### config.mk
export PLATFORM = sky130hd
export DESIGN_NAME = cv_access_unit
export DESIGN_NICKNAME = d
export VERILOG_FILES = /design/src/rtl/cv_access_pkg.sv /design/src/rtl/cv_access_decode.sv /design/src/rtl/cv_access_store.sv /design/src/rtl/cv_access_unit.sv
export SDC_FILE = /design/constraint.sdc
export NUM_CORES = 1
export LEC_CHECK = 0
export ABC_AREA = 1
export BUFFER_PORTS_ARGS = -buffer_cell sky130_fd_sc_hd__buf_2
export CORE_UTILIZATION = 63
export CTS_BUF_LIST = sky130_fd_sc_hd__clkbuf_8 sky130_fd_sc_hd__clkbuf_16
export DETAILED_ROUTE_END_ITERATION = 16
export GPL_TIMING_DRIVEN = 0
export PLACE_DENSITY = 0.79
export RECOVER_POWER = 100
export SYNTH_ARGS = -nofsm -noshare
export SYNTH_HDL_FRONTEND = slang
export SYNTH_SLANG_ARGS = --single-unit
### constraint.sdc
create_clock -name clk -period 3.3 [get_ports clk]
set_input_delay 0.33 -clock clk [delete_from_list [all_inputs] [get_ports clk]]
set_output_delay 0.33 -clock clk [all_outputs]
set_load 0.05 [all_outputs]
### src/rtl/cv_access_pkg.sv
package cv_access_pkg;

    localparam int CV_AW = 10;

    localparam logic [CV_AW-1:0] ACCEL_ADDR = 10'd22;
    localparam logic [CV_AW-1:0] DECEL_ADDR = 10'd23;

    typedef enum logic [2:0] {
        OP_NONE,
        OP_VFY_BYTE,
        OP_WR_BYTE,
        OP_VFY_BIT,
        OP_WR_BIT,
        OP_QUICK_WR
    } cv_op_e;

    typedef struct packed {
        cv_op_e           op;
        logic [CV_AW-1:0] addr;
        logic [7:0]       data;
        logic [2:0]       bpos;
        logic             bval;
    } cv_cmd_t;

endpackage

### src/rtl/cv_access_decode.sv
module cv_access_decode
    import cv_access_pkg::*;
(
    input  logic [7:0] ins0,
    input  logic [7:0] ins1,
    input  logic [7:0] ins2,
    output cv_cmd_t    cmd
);

    always_comb begin
        cmd      = '0;
        cmd.op   = OP_NONE;
        cmd.addr = {ins0[1:0], ins1};
        cmd.data = ins2;
        cmd.bpos = ins2[2:0];
        cmd.bval = ins2[3];
        if (ins0[7:4] == 4'b1110) begin
            unique case (ins0[3:2])
                2'b01: cmd.op = OP_VFY_BYTE;
                2'b11: cmd.op = OP_WR_BYTE;
                2'b10: begin
                    if (ins2[7:5] == 3'b111)
                        cmd.op = ins2[4] ? OP_WR_BIT : OP_VFY_BIT;
                end
                default: cmd.op = OP_NONE;
            endcase
        end else if (ins0[7:4] == 4'b1111) begin
            cmd.data = ins1;
            if (ins0[3:0] == 4'b0010) begin
                cmd.op   = OP_QUICK_WR;
                cmd.addr = ACCEL_ADDR;
            end else if (ins0[3:0] == 4'b0011) begin
                cmd.op   = OP_QUICK_WR;
                cmd.addr = DECEL_ADDR;
            end
        end
    end

endmodule

### src/rtl/cv_access_store.sv
module cv_access_store
    import cv_access_pkg::*;
#(
    parameter int DEPTH = 32
) (
    input  logic             clk,
    input  logic             rst_n,
    input  logic [CV_AW-1:0] rd_addr,
    output logic [7:0]       rd_data,
    input  logic             we,
    input  logic [CV_AW-1:0] wr_addr,
    input  logic [7:0]       wr_data
);

    localparam int IW = (DEPTH > 1) ? $clog2(DEPTH) : 1;

    logic [7:0] mem_q [DEPTH];

    always_comb begin
        rd_data = 8'h00;
        if (int'(rd_addr) < DEPTH)
            rd_data = mem_q[rd_addr[IW-1:0]];
    end

    always_ff @(posedge clk) begin
        if (!rst_n) begin
            for (int i = 0; i < DEPTH; i++)
                mem_q[i] <= 8'h00;
        end else if (we && (int'(wr_addr) < DEPTH)) begin
            mem_q[wr_addr[IW-1:0]] <= wr_data;
        end
    end

endmodule

### src/rtl/cv_access_unit.sv
module cv_access_unit
    import cv_access_pkg::*;
#(
    parameter int DEPTH = 32
) (
    input  logic             clk,
    input  logic             rst_n,
    input  logic             pkt_valid,
    input  logic [7:0]       pkt_byte0,
    input  logic [7:0]       pkt_byte1,
    input  logic [7:0]       pkt_byte2,
    input  logic             addr_match,
    input  logic             addr_bcast,
    input  logic             addr_consist,
    output logic             cv_wr_en,
    output logic [CV_AW-1:0] cv_wr_addr,
    output logic [7:0]       cv_wr_data,
    output logic             verify_ok,
    output logic             write_ack
);

    typedef struct packed {
        logic             pend_vld;
        logic [23:0]      pend_pkt;
        logic             wr_en;
        logic [CV_AW-1:0] wr_addr;
        logic [7:0]       wr_data;
        logic             vfy;
        logic             ack;
    } state_t;

    state_t     st_d, st_q;
    cv_cmd_t    cmd;
    logic [7:0] rd_byte;
    logic       to_us, run, same, commit, in_range;
    logic [7:0] bit_merged;

    cv_access_decode u_dec (
        .ins0 (pkt_byte0),
        .ins1 (pkt_byte1),
        .ins2 (pkt_byte2),
        .cmd  (cmd)
    );

    cv_access_store #(.DEPTH(DEPTH)) u_store (
        .clk     (clk),
        .rst_n   (rst_n),
        .rd_addr (cmd.addr),
        .rd_data (rd_byte),
        .we      (st_d.wr_en),
        .wr_addr (st_d.wr_addr),
        .wr_data (st_d.wr_data)
    );

    always_comb begin
        st_d       = st_q;
        st_d.wr_en = 1'b0;
        st_d.vfy   = 1'b0;
        st_d.ack   = 1'b0;
        commit     = 1'b0;

        to_us    = pkt_valid && (addr_match || addr_bcast || addr_consist);
        run      = pkt_valid && !addr_bcast &&
                   (addr_match || (addr_consist && cmd.op == OP_QUICK_WR));
        same     = st_q.pend_vld &&
                   (st_q.pend_pkt == {pkt_byte0, pkt_byte1, pkt_byte2});
        in_range = int'(cmd.addr) < DEPTH;

        bit_merged           = rd_byte;
        bit_merged[cmd.bpos] = cmd.bval;

        if (to_us)
            st_d.pend_vld = 1'b0;

        if (run) begin
            unique case (cmd.op)
                OP_VFY_BYTE: st_d.vfy = (rd_byte == cmd.data);
                OP_VFY_BIT:  st_d.vfy = (rd_byte[cmd.bpos] == cmd.bval);
                OP_WR_BYTE, OP_WR_BIT: begin
                    if (same) begin
                        commit = 1'b1;
                    end else begin
                        st_d.pend_vld = 1'b1;
                        st_d.pend_pkt = {pkt_byte0, pkt_byte1, pkt_byte2};
                    end
                end
                OP_QUICK_WR: commit = 1'b1;
                default: ;
            endcase
        end

        if (commit) begin
            st_d.ack     = 1'b1;
            st_d.wr_en   = in_range;
            st_d.wr_addr = cmd.addr;
            st_d.wr_data = (cmd.op == OP_WR_BIT) ? bit_merged : cmd.data;
        end
    end

    always_ff @(posedge clk) begin
        if (!rst_n)
            st_q <= '0;
        else
            st_q <= st_d;
    end

    assign cv_wr_en   = st_q.wr_en;
    assign cv_wr_addr = st_q.wr_addr;
    assign cv_wr_data = st_q.wr_data;
    assign verify_ok  = st_q.vfy;
    assign write_ack  = st_q.ack;

endmodule

Yosys cells after proc, flatten, opt, wreduce, memory -nomap -nowiden
Memories as Yosys holds them, arrays and structs flattened.
Index checks and enable logic that the tools add are counted.
{"block": "totals", "register_bits": 46, "latch_bits": 0, "mem_bits_rw": 256, "rom_bits": 0, "inputBits": 30, "out_inout_bits": 21, "word_cells": 76, "n_memories": 1}
{"name": "u_store.mem_q", "words": 32, "word_bits": 8, "read_ports": 1, "rd_clocked_by_memory_dff": 0, "wr": 32, "line_no": "cv_access_store.sv:17", "source": "logic [7:0] mem_q [DEPTH];"}
{"block": "classes", "n_addsub": 0, "multipliers": 0, "div_mod_pow": 0, "order_cmp": 4, "n_eq_ne": 16, "shifts": 0, "mux": 32, "bitwise_logic": 1, "n_reduce_logical": 15}
{"operator": "$mux 25", "n": 3}
{"operator": "$mux 13", "n": 2}
{"operator": "$eq 24x24->1", "n": 1}
{"operator": "$mux 8", "n": 3}
{"operator": "$mux 21", "n": 1}
{"operator": "$lt 10x6->1 const B", "n": 2}
{"operator": "$mux 19", "n": 1}
{"operator": "$mux 18", "n": 1}
{"operator": "$mux 1", "n": 11}
{"operator": "$eq 3x3->1 const B", "n": 3}
{"operator": "$mux 3", "n": 3}
{"operator": "$pmux 3 s3", "n": 1}
{"operator": "$bwmux 8", "n": 1}
{"operator": "$eq 4x2->1 const B", "n": 2}
{"operator": "$eq 4x4->1 const B", "n": 2}
{"operator": "$eq 8x8->1", "n": 1}
{"operator": "$reduce_or 8->1", "n": 1}
{"operator": "$logic_and 1x1->1", "n": 7}
{"operator": "$eq 3x2->1 const B", "n": 2}
{"operator": "$mux 5", "n": 1}
{"operator": "$eq 2x2->1 const B", "n": 2}
{"operator": "$lt 3x4->1 const B", "n": 1}
{"operator": "$pmux 1 s2", "n": 2}
{"operator": "$bmux 1 s3", "n": 1}
{"operator": "other kinds (11)", "n": 13}

Logic depth before layout (Yosys ltp)
{"block": "depth", "ltp_word": 18, "mapped_depth": 22, "depth_no_buf": 20}

Modules after synthesis
Synthesis repeated with hierarchy kept, for this count alone.
{"block": "hier_totals", "cells_unflattened": 1802, "hier_area_um2": 15361.0}
{"module": "cv_access_store", "n_inst": 1, "cells_each": 1253, "area_per_inst_um2": 12007.8, "seq_area_each_um2": 7687.4}
{"module": "cv_access_unit", "n_inst": 1, "cells_each": 472, "area_per_inst_um2": 2985.4, "seq_area_each_um2": 920.9}
{"module": "cv_access_decode", "n_inst": 1, "cells_each": 77, "area_per_inst_um2": 367.9, "seq_area_each_um2": 0.0}

Worst setup path after synthesis
Ideal clock, no wire load.
{"block": "synth_timing", "kind": "input to register", "start": "input pkt_byte2[3]", "end": "memory u_store.mem_q[11][0] (enable)", "setup_ns": 0.329, "arrival_ns": 2.546, "required_time_ns": 2.971, "setup_slack_ns": 0.425, "cell_stages": 17, "n_path_buf": 3, "cell_sequence": "buf_2 inv_2 or2_2 o2111ai_1 a211oi_1 nand4_1 o21ai_4 nand2_4 inv_2 buf_6 nand2_1 o21ai_2 nand2_4 nor2_8 buf_12 nand3_4 nand2_1"}
{"item": "start: declaration", "line_no": "cv_access_unit.sv:11", "source": "input logic [7:0] pkt_byte2,"}
{"item": "end: declaration", "line_no": "cv_access_store.sv:17"}

==> flow_summary.ini <==
[setup_path]
worst_endpoint_required_time_ns = 3.59
path_class = in -> reg
critPathLaunchType = input port
cp_max_fo = 10
endpoint_kind = flop
worst-endpoint-arrival_ns = 3.55
ff2ff_setup_slack_ns = 0.17

[flow_run]
drv.max_cap_violation_count = 1

[clocking]
cts-root-to-sink-buffers = 3
clock_insertion_delay_worst_skew_ns = 0.58
h_tree_depth_reported_by_cts = 1
cts_buf_count = 31
clock_tree_from_tritoncts = done
clock_slew_seen_by_the_registers_of_the_worst_setup_and_hold_paths_ns = 0.06
cts_num_sinks = 302
cts.root.buffer_cell = clkbuf_16

[finish]
synthToLayoutAreaGrowth_pct = 14.6
layout.core_utilization_pct = 74.1
final_common_cell = nand2_1
final_cell_count_no_fill = 2058
fillers = 1747
finish.net_count = 1744
final_area_sq_mm = 0.0175
drive_above_1_share_pct = 18.8
final_cell_mix = nand2_1, nand3_1, edfxtp_1, a21oi_1, nor2_1

[global_route]
grt_max_degree = 16
gr_usage_total_pct = 43.4
grt_pass1_vias = 12500
grt_pass1_wl_mm = 76.6
antenna_found_initial = 0
grt_overflow = 0

[sta]
fmax_mhz = 307
finalCriticalPeriod_ns = 3.26
rsz0062_at_grt = yes
worst-slew-pin-transition_ns = 1.51
final_min_period_over_clock_period_pct = 98.7
max-slew-margin-rel_pct = -0.843
finalSetupViolCount = 0
worst_clock_skew_ns = 0.0219
timing_hold_violations_final = 0
maxSlewViolCount = 11

[logic_synthesis]
synth.ff_latch_count = 302
synth_nets = 1650
synth_sequential_area_ratio_pct = 56.4
netlist_area_sq_mm = 0.0153
netlist_instances = 1620
syn-mean-instance-area_sq_um = 9.43
synth.distinct_cells = 49
ys_warn_count = 0

[floorplan]
core_area_sq_mm = 0.0236
initial_utilization_pct = 64.7
floorplan.rows = 56
boundaryPins = 51
design.die.area_sq_mm = 0.0249
die_w_microns = 158
die_height_microns = 158

[power]
vdd_ir_max_v = 0.000462
p_per_area_mw_per_mm2 = 484
power.static_leakage_nw = 6.24

[placement]
placed_cell_area_sq_mm = 0.0159
dp.final_hpwl_mm = 37.0
io_buffers = 45
placedCellCount = 1984
finalWeightedCongestion = 1.04

[drt]
num_vias = 13600
route.final.wire_length_mm = 53.5
avgRoutedWirePerCell_microns = 26.0
detail_route.first_pass.iterations = 7
initialDrtViolationCount = 1978
drt-vias-per-instance = 6.61
antenna_violating_nets_post_route = 0
remaining_drc_errors = 0

[status]
run_status = finished with violations
failed_checks = max-capacitance violations, max-slew violations

[min_path]
timing.hold.worst.class = in -> reg
## final cells by class
class                   instances  area (sq um)  share of cell area, %
plain buffers                 135           845                   4.83
multi-input cells            1128          6070                   34.7
diodes                          1          2.50                 0.0143
well taps                     319           399                   2.28
repair buffers                 61           372                   2.12
clock buffers                  31           776                   4.43
flip-flops and latches        302          8610                   49.2
inverters                      55           211                   1.21
clock inverters                26           219                   1.25
## metrics by stage
step                      hold slack (ns)  power (mW)  TNS, ns  setup slack (ns)
after global routing               0.0897        8.60    -1.68           -0.0586
after global placement              0.456        4.97  -294.54            -0.996
after CTS                          0.0689        8.36        0          0.000630
final                              0.0806        8.47        0            0.0421
after detailed placement            0.461        4.99  -304.62            -0.990
after floorplan                     0.439        4.71        0             0.425
## where the power goes
| group | switching [mW] | total [mW] | internal (mW) |
|---|---|---|---|
| logic | 0.542 | 0.725 | 0.182 |
| clock network | 1.48 | 3.49 | 2.00 |
| registers | 0.0318 | 4.26 | 4.23 |
| total | 2.06 | 8.47 | 6.42 |
## sequential cells by signal, indices dropped and copies added (netlist names)
register / count
cv_wr_addr: 10
write_ack: 1
cv_wr_en: 1
verify_ok: 1
cv_wr_data: 8
u_store.mem_q: 256
st_q: 25
## per-layer routing
metal,vias to the layer above,GRT usage [%],wire length (microns)
met2,1153,64.3,23100
met5,-,0,0
li1,5846,-,-
met4,0,28.3,3710
met1,6360,56.1,18900
met3,243,12.2,7750
## timing repair
item,CTS,global route
resized for setup,37,123
buffers inserted,0,16
hold buffers,0,0
pin swaps,0,10
endpoints found under the setup margin,298,485
## Yosys cell counts, drive strengths merged
library cell,instances,share of area [%]
nor4,2,0.082
a21oi,217,7.6
nand3b,1,0.074
o2111ai,1,0.057
o31ai,2,0.098
edfxtp,256,50
buf,91,3.6
nand4,8,0.33
o22ai,6,0.29
o21bai,1,0.049
o21a,2,0.15
o221ai,1,0.057
o211ai,3,0.18
a211oi,17,0.84
o21ai,35,1.4
nor3b,2,0.16
xor2,7,0.40
clkinv,1,0.025
and2,1,0.041
nand2,384,9.6
or2,4,0.16
clkbuf,44,1.1
nor2,123,3.7
xnor2,5,0.29
inv,54,1.4
dfxtp,46,6.0
nand3,295,12
nor3,11,0.36
## critical path: stages
cell and delay (ns):
buf_2 0.13, inv_2 0.08, nand2_1 0.12, nor2_4 0.20, nand2_4 0.14, inv_2 0.16
nor2_2 0.09, inv_1 0.10, buf_2 0.26, clkbuf_4 0.33, nand3_1 0.16, nand3_1 0.13
nand3_1 0.15, nand2_1 0.12, nand2_1 0.06, nand3_1 0.12, o21ai_1 0.07, o211ai_1 0.32
buf_4 0.35, a21oi_1 0.11
## kinds of logic (layout without fill, tap and decap cells)
family                 count (synthesis)  in the layout  synth area share, %
AND/OR/NAND/NOR                      831            831                 26.2
flip-flops                           302            302                 56.4
AO/OA/AOI/OAI                        285            285                 10.7
buffers and inverters                190            308                 6.06
XOR/XNOR                              12             12                0.688
other                                  0              1                    0
## worst paths after layout
path	startpoint	endpoint	cells past startpoint
worst min register to register	cv_wr_addr[5]$_SDFF_PN0_	cv_wr_addr[5]$_SDFF_PN0_	2
worst max register to register	st_q[34]$_SDFFE_PN0P_	u_store.mem_q[21][0]$_SDFFCE_PN0P_	11
worst min-delay path	pkt_byte2[4]	st_q[25]$_SDFFE_PN0P_	3
worst max-delay path	pkt_byte0[3]	u_store.mem_q[10][3]$_SDFFCE_PN0P_	20
No activity file was read; power rests on OpenSTA's default activity.
